File: config.mk
export PLATFORM = sky130hd
export DESIGN_NAME = ack_poll_seq
export DESIGN_NICKNAME = d
export VERILOG_FILES = /design/src/rtl/ack_poll_seq.sv
export SDC_FILE = /design/constraint.sdc
export NUM_CORES = 1
export LEC_CHECK = 0
export BUFFER_PORTS_ARGS = -buffer_cell sky130_fd_sc_hd__buf_4
export CORE_ASPECT_RATIO = 1.75
export CORE_UTILIZATION = 28
export CTS_BUF_LIST = sky130_fd_sc_hd__clkbuf_4
export CTS_CLUSTER_SIZE = 20
export DETAILED_ROUTE_END_ITERATION = 12
export PLACE_DENSITY_LB_ADDON = 0.25
export SYNTH_ARGS = -nofsm -noshare
export SYNTH_HDL_FRONTEND = slang
export SYNTH_SLANG_ARGS = --single-unit
File: constraint.sdc
create_clock -name clk -period 2.1 [get_ports clk]
set_clock_uncertainty 0.05 [all_clocks]
set_input_delay 0.21 -clock clk [delete_from_list [all_inputs] [get_ports clk]]
set_output_delay 0.21 -clock clk [all_outputs]
set_load 0.02 [all_outputs]
File: src/rtl/ack_poll_seq.sv
module ack_poll_seq #(
  parameter int CNT_W = 8
) (
  input  logic             clk,
  input  logic             rst_n,
  input  logic             req,
  input  logic [6:0]       dev_addr,
  input  logic             rd_dir,
  input  logic             keep_open,
  input  logic [CNT_W-1:0] max_polls,
  output logic             cmd_valid,
  output logic [1:0]       cmd_op,
  output logic [7:0]       cmd_data,
  input  logic             cmd_done,
  input  logic             ack_rx,
  output logic             busy,
  output logic             done,
  output logic             timeout,
  output logic             bus_open,
  output logic [CNT_W-1:0] poll_count
);
  localparam logic [1:0] OP_START = 2'd0;
  localparam logic [1:0] OP_WRITE = 2'd1;
  localparam logic [1:0] OP_STOP  = 2'd2;

  typedef enum logic [1:0] {S_IDLE, S_START, S_ADDR, S_STOP} st_t;

  st_t              st;
  logic [7:0]       probe;
  logic             keep_q;
  logic [CNT_W-1:0] lim_q;
  logic [CNT_W-1:0] cnt;
  logic             fin;
  logic             tmo_q;

  wire [CNT_W-1:0] cnt_inc  = cnt + 1'b1;
  wire             at_limit = (lim_q != '0) && (cnt_inc == lim_q);

  assign busy       = (st != S_IDLE);
  assign cmd_valid  = busy;
  assign cmd_op     = (st == S_START) ? OP_START : (st == S_ADDR) ? OP_WRITE : OP_STOP;
  assign cmd_data   = (st == S_ADDR) ? probe : 8'h00;
  assign poll_count = cnt;

  always_ff @(posedge clk) begin
    if (!rst_n) begin
      st       <= S_IDLE;
      probe    <= '0;
      keep_q   <= 1'b0;
      lim_q    <= '0;
      cnt      <= '0;
      fin      <= 1'b0;
      tmo_q    <= 1'b0;
      done     <= 1'b0;
      timeout  <= 1'b0;
      bus_open <= 1'b0;
    end else begin
      done     <= 1'b0;
      timeout  <= 1'b0;
      bus_open <= 1'b0;
      case (st)
        S_IDLE: if (req) begin
          probe  <= {dev_addr, rd_dir};
          keep_q <= keep_open;
          lim_q  <= max_polls;
          cnt    <= '0;
          tmo_q  <= 1'b0;
          st     <= S_START;
        end
        S_START: if (cmd_done) st <= S_ADDR;
        S_ADDR: if (cmd_done) begin
          cnt <= cnt_inc;
          if (ack_rx && keep_q) begin
            done     <= 1'b1;
            bus_open <= 1'b1;
            st       <= S_IDLE;
          end else begin
            fin   <= ack_rx || at_limit;
            tmo_q <= !ack_rx && at_limit;
            st    <= S_STOP;
          end
        end
        S_STOP: if (cmd_done) begin
          if (fin) begin
            done    <= 1'b1;
            timeout <= tmo_q;
            st      <= S_IDLE;
          end else begin
            st <= S_START;
          end
        end
        default: st <= S_IDLE;
      endcase
    end
  end

  p_done_pulse_r9: assert property (@(posedge clk) disable iff (!rst_n)
    done |=> !done);
  p_done_idle_r9: assert property (@(posedge clk) disable iff (!rst_n)
    done |-> !busy);
  p_hold_cmd_r10: assert property (@(posedge clk) disable iff (!rst_n)
    (cmd_valid && !cmd_done) |=> (cmd_valid && $stable(cmd_op) && $stable(cmd_data)));
  p_start_first_r11: assert property (@(posedge clk) disable iff (!rst_n)
    (req && !busy) |=> (cmd_valid && cmd_op == OP_START));
  p_ignore_req_r8: assert property (@(posedge clk) disable iff (!rst_n)
    (req && busy) |=> ($stable(probe) && $stable(keep_q) && $stable(lim_q)));
  p_tmo_closed_r7: assert property (@(posedge clk) disable iff (!rst_n)
    timeout |-> (done && !bus_open));
  p_open_done_r4: assert property (@(posedge clk) disable iff (!rst_n)
    bus_open |-> done);
  p_count_lim_r6: assert property (@(posedge clk) disable iff (!rst_n)
    (busy && lim_q != '0) |-> (cnt <= lim_q));
endmodule

==> results of run 1 <==
==> cell usage after synthesis (all sizes together) (4+ instances only) <==
cell,n,share of area
clkbuf,6,0.014
o21ai,8,0.027
a21oi,28,0.086
xnor2,6,0.032
ha,5,0.038
and2,12,0.047
nor3,4,0.012
nor2,18,0.042
nand3,5,0.018
xor2,5,0.032
inv,8,0.018
buf,4,0.019
dfxtp,32,0.39
nand2,41,0.095
==> routing by layer <==
layer	global-route usage	wire length (um)
met4	0.0680	82
met5	0	0
met2	0.280	2270
met3	0.0351	159
met1	0.164	1660
==> tightest hold or removal path, stage by stage <==
cell and delay, ns:
buf_4 0.11, nand2_1 0.05, a21oi_1 0.05
==> registers in the layout (all words and copies together), names as in the netlist <==
| name | cells |
|---|---|
| st | 2 |
| bus_open | 1 |
| lim_q | 8 |
| tmo_q | 1 |
| poll_count | 8 |
| done | 1 |
| timeout | 1 |
| probe | 8 |
| fin | 1 |
| keep_q | 1 |
==> area by class of cell <==
class,count,area [um2],area share
Clock inverter,3,23.8,0.0113
Multi-Input combinational cell,157,902,0.430
Sequential cell,32,641,0.305
Timing Repair Buffer,49,368,0.175
Tap cell,76,95.1,0.0453
Inverter,8,30.0,0.0143
Clock buffer,5,37.5,0.0179
==> stage by stage <==
| step | power (mW) | hold slack [ns] | instances |
|---|---|---|---|
| 3_3_place_gp | 1.61 | 0.383 | 322 |
| 4_1_cts | 1.98 | 0.0285 | 330 |
| 5_1_grt | 2.12 | 0.0319 | 330 |
| 6_report | 1.95 | 0.0476 | 330 |
| 2_1_floorplan | 1.34 | 0.295 | 207 |
| 3_5_place_dp | 1.61 | 0.377 | 322 |
==> power groups by stage <==
stage | Clock (mW) | Combinational [mW] | Sequential [mW]
floorplan | 0 | 0.584 | 0.759
global placement | 0 | 0.833 | 0.773
detailed placement | 0 | 0.835 | 0.776
CTS | 0.383 | 0.838 | 0.762
global route | 0.413 | 0.929 | 0.775
finish | 0.367 | 0.827 | 0.760
==> kinds of logic after synthesis <==
kind of cell	synth area share
simple gates	0.273
compound gates	0.179
flops	0.394
buf+inv	0.0515
xor+xnor	0.0638
fa+ha+maj	0.0385
==> worst paths after layout <==
path	to	slack [ns]	depth (start not counted)	from
setup / recovery	tmo_q$_SDFFE_PN0P_	0.18	7	st[0]$_SDFFE_PN0P_
hold / removal	probe[2]$_SDFFE_PN0P_	0.05	3	dev_addr[1]
setup reg to reg	tmo_q$_SDFFE_PN0P_	0.18	7	st[0]$_SDFFE_PN0P_
hold reg to reg	timeout$_SDFF_PN0_	0.40	2	tmo_q$_SDFFE_PN0P_
==> impl_results.md, run 1 <==
- Drt initial violations: 24
- CP Class: flip-flop to flip-flop
- Min Clock Period, post-route: 1.92 ns
- Initial Util: 0.291
- First-pass GRT wire length: 6980 um
- Fmax: 521 MHz
- #FFs+latches synth: 32
- Antenna violations before repair: 0
- Io pins: 45
- Outcome: complete, no violations
- Setup bufs post-CTS: 0
- CTS Root Cell: clkbuf_4
- CP Max Fanout: 9
- Worst-Margin Slew: 0.574 ns
- N_diodes: 0
- Slowest stage cell, crit path: dfxtp_1
- Worst Path Buf+Inv: 1
- Post-route ant nets: 0
- CP Capture Type: flip-flop
- Final setup TNS: 0 ns
- Hold WC Path Type: input pin to flip-flop
- Die area: 6130 um2
- Die Y: 103 um
- Period utilization: 0.915
- CP peak stage delay: 0.41 ns
- Port Buffers: 44
- Num rows: 36
- CP required: 2.32 ns
- Detailed Route WL: 4170 um
- Sw Ratio: 0.412
- Internal cell power: 1.15 mW
- Synthesized instance count: 207
- Post_cts resized: 0
- Arrival time at the worst endpoint: 2.14 ns
- RSZ-0062 raised after global routing: no
- Worst setup SP type: flip-flop
- Relative slew slack: 0.616
- Die Width: 59.6 um
- Finished Cell Area: 2100 um2
- Synth Area per Inst: 7.86 um2
- Seq pwr share: 0.389
- Leakage power: 0.880 nW
- Pin count of the biggest net entering global routing: 18
- Yosys warnings: 0
- Ys flop type: dfxtp_1
- Place WS: 0.231 ns
- # clock sinks: 32
- Max-cap violations: 0
- DRC Markers: 0
- Most frequent cells in the layout: 49 x buf_4, 41 x nand2_1, 32 x dfxtp_1, 28 x a21oi_1, 18 x nor2_1
- PwrDens: 932 nW/um2
- Layout cell share with drive strength beyond 1: 0.256
- Ys async rst share: 0
- Crit path max-delay family: simple AND/OR/NAND/NOR gates
- Vias in the first global route: 1,487
- Mapped Nets: 234
- Cts hold-fix bufs: 0
- Synth Cell Area: 1630 um2
- Fillcell total: 641
- Via count: 1,532
- Clock network fraction of total power: 0.188
- DR WL/cell: 12.6 um
- Congestion Overflow GR: 0
- Comb pwr share: 0.423
- Final hold vios: 0
- P&R area growth vs syn: 28.9%
- Half-perimeter wire length after placement: 3150 um
- CTS buffer count: 5
- Peak supply drop: 0.468 mV
- Placer Congestion: 0.826
- Core ar.: 5590 um2
- Clk_lat worst skew: 0.34 ns
- Final WS setup: 0.179 ns
- Drt first pass iters: 4
- Max-slew violation count: 0
- H-tree depth: 2
- Worst-path cell chain: inv_1 -> ha_1 -> and2_1 -> o21ai_2 -> a31oi_1 -> or3_1 -> o31ai_2
- Commonest non-fill, non-tap cell in the layout: buf_4
- Net count, final: 280
- Clk pin slew, worst setup/hold paths: 0.11 ns
- Via density: 4.64
- Netlist cell types: 39
- Fin util: 0.375
- NetSw: 805 uW
- CTS Buffer Depth: 2
- Post-synth EDFFs: 0
- Placed Area: 2040 um2
- Setup-failing EPs final: 0
- Register area share after synthesis: 0.394
- CTS tree: done
- Tot GR Track Use: 0.154
Note: power is estimated with default switching activity, not from simulation.
==> inputs of run 2 (changes only) <==
--- a/config.mk
+++ b/config.mk
@@ -11,7 +11,7 @@
 export CTS_BUF_LIST = sky130_fd_sc_hd__clkbuf_4
 export CTS_CLUSTER_SIZE = 20
 export DETAILED_ROUTE_END_ITERATION = 12
-export PLACE_DENSITY_LB_ADDON = 0.25
+export PLACE_DENSITY_LB_ADDON = 0.1
 export SYNTH_ARGS = -nofsm -noshare
 export SYNTH_HDL_FRONTEND = slang
 export SYNTH_SLANG_ARGS = --single-unit
==> run 2 against run 1 <==
  * Combinational power about the same
  * Wire length rose by 2.9%
  * Sequential power grew 0.7%
  * Final cell count up 0.30%
  * Design area grew 1.0%
  * Critical path depth stayed put
  * Maximum frequency barely moved
  * Worst hold slack improved by 0.013 ns
  * Clock power grew 26%
  * Power is 5.1% higher
  * Die area is the same
==> impl_results.md, run 2 (synthesized netlist as in run 1, its figures left out) <==
- CTS buffer count: 5
- Final hold vios: 0
- Drt initial violations: 27
- Io pins: 45
- Pin count of the biggest net entering global routing: 29
- Via density: 4.70
- Net count, final: 281
- R2R cell count: 7
- Half-perimeter wire length after placement: 3190 um
- Max-slew violation count: 0
- Cts hold-fix bufs: 0
- CP Depth: 7
- Clk_lat worst skew: 0.34 ns
- Finished Cell Area: 2120 um2
- Placed Area: 2040 um2
- Die Y: 103 um
- Grt met2 use: 0.295
- Initial Util: 0.291
- Setup bufs post-CTS: 0
- First-pass GRT wire length: 6980 um
- Leakage power: 0.897 nW
- Critical Path Start: st[0]$_SDFFE_PN0P_
- Num rows: 36
- Global route hottest layer: met2
- Hold WC Path Type: input pin to flip-flop
- Post_cts resized: 0
- CTS Root Cell: clkbuf_4
- Commonest non-fill, non-tap cell in the layout: buf_4
- Most frequent cells in the layout: 50 x buf_4, 41 x nand2_1, 32 x dfxtp_1, 28 x a21oi_1, 18 x nor2_1
- RSZ-0062 raised after global routing: no
- Place WS: 0.204 ns
- CP Capture Type: flip-flop
- Die Width: 59.6 um
- Max-cap violations: 0
- Layout cell share with drive strength beyond 1: 0.251
- Relative slew slack: 0.682
- M3 GR Usage: 0.0364
- Worst R2R End: tmo_q$_SDFFE_PN0P_
- Worst R2R Setup Slack: 0.18 ns
- Drt first pass iters: 4
- Min Clock Period, post-route: 1.92 ns
- CTS tree: done
- Die area: 6130 um2
- P&R area growth vs syn: 30.2%
- Slowest stage cell, crit path: dfxtp_1
- Post-route ant nets: 0
- CP Class: flip-flop to flip-flop
- Worst setup SP type: flip-flop
- Worst Path Buf+Inv: 1
- Period utilization: 0.915
- CTS Buffer Depth: 2
- Setup-failing EPs final: 0
- Tot Pwr: 2.06 mW
- Worst-path cell chain: inv_1 -> ha_1 -> nor2b_1 -> o21ai_2 -> a31oi_1 -> or3_1 -> o31ai_2
- Clk pin slew, worst setup/hold paths: 0.11 ns
- Met1 usage: 0.153
- N_diodes: 0
- CP required: 2.31 ns
- Congestion Overflow GR: 0
- Outcome: complete, no violations
- Fin util: 0.379
- Core ar.: 5590 um2
- Placer Congestion: 0.801
- CP Max Fanout: 9
- Peak supply drop: 0.493 mV
- Crit path max-delay family: compound AO/OA/AOI/OAI gates
- Final WS setup: 0.178 ns
- CP peak stage delay: 0.42 ns
- Tot GR Track Use: 0.156
- Antenna violations before repair: 0
- # clock sinks: 32
- PwrDens: 970 nW/um2
- DR WL/cell: 13.0 um
- Origin of the critical flop-to-flop path: st[0]$_SDFFE_PN0P_
- Detailed Route WL: 4290 um
- Arrival time at the worst endpoint: 2.13 ns
- Via count: 1,557
- Vias in the first global route: 1,494
- CP endpoint: tmo_q$_SDFFE_PN0P_
- Worst-Margin Slew: 0.473 ns
- DRC Markers: 0
- H-tree depth: 2
- Fmax: 520 MHz
- Final setup TNS: 0 ns
- Port Buffers: 44
run 2: changes by cell type in the layout (fill, tap and decap cells not counted), sizes merged:
cell and change:
buf +1, bufinv +1, clkinv +1, clkinvlp -2
run 2: worst min path at each step:
stage,startpoint,end,slack [ns],depth (start not counted)
final,dev_addr[5],probe[6]$_SDFFE_PN0P_,0.06,3
after global routing,dev_addr[5],probe[6]$_SDFFE_PN0P_,0.05,3
after CTS,dev_addr[5],probe[6]$_SDFFE_PN0P_,0.04,3
after detailed placement,tmo_q$_SDFFE_PN0P_,timeout$_SDFF_PN0_,0.38,2
after global placement,tmo_q$_SDFFE_PN0P_,timeout$_SDFF_PN0_,0.38,2
after floorplan,max_polls[0],lim_q[0]$_SDFFE_PN0P_,0.29,2
run 2: layout make-up:
class / count / area [um2]
Fill cell: 634 / 3470
Multi-Input combinational cell: 157 / 902
Sequential cell: 32 / 641
Clock buffer: 5 / 37.5
Clock inverter: 3 / 37.5
Timing Repair Buffer: 50 / 375
Tap cell: 76 / 95.1
Inverter: 8 / 30.0
run 2: per-layer routing:
metal  vias to the layer above  share of wire
met2                        46           0.56
met5                         -              0
met3                        12          0.047
li1                        788              -
met1                       711           0.37
met4                         0          0.027
run 2: through the flow:
step | instances | hold WS [ns]
6_report | 331 | 0.0610
5_1_grt | 331 | 0.0529
4_1_cts | 331 | 0.0438
3_5_place_dp | 323 | 0.385
3_3_place_gp | 323 | 0.381
2_1_floorplan | 207 | 0.295
run 2: worst register-to-register path, stage by stage (launching register included):
cell     delay [ns]
dfxtp_1        0.42
inv_1          0.09
ha_1           0.28
nor2b_1        0.17
o21ai_2        0.36
a31oi_1        0.08
or3_1          0.33
o31ai_2        0.06
run 2: where the power goes:
group          switching, mW  leakage (nW)  internal [mW]
clock network          0.219        0.0403          0.243
registers             0.0773         0.261          0.688
logic                  0.496         0.596          0.331
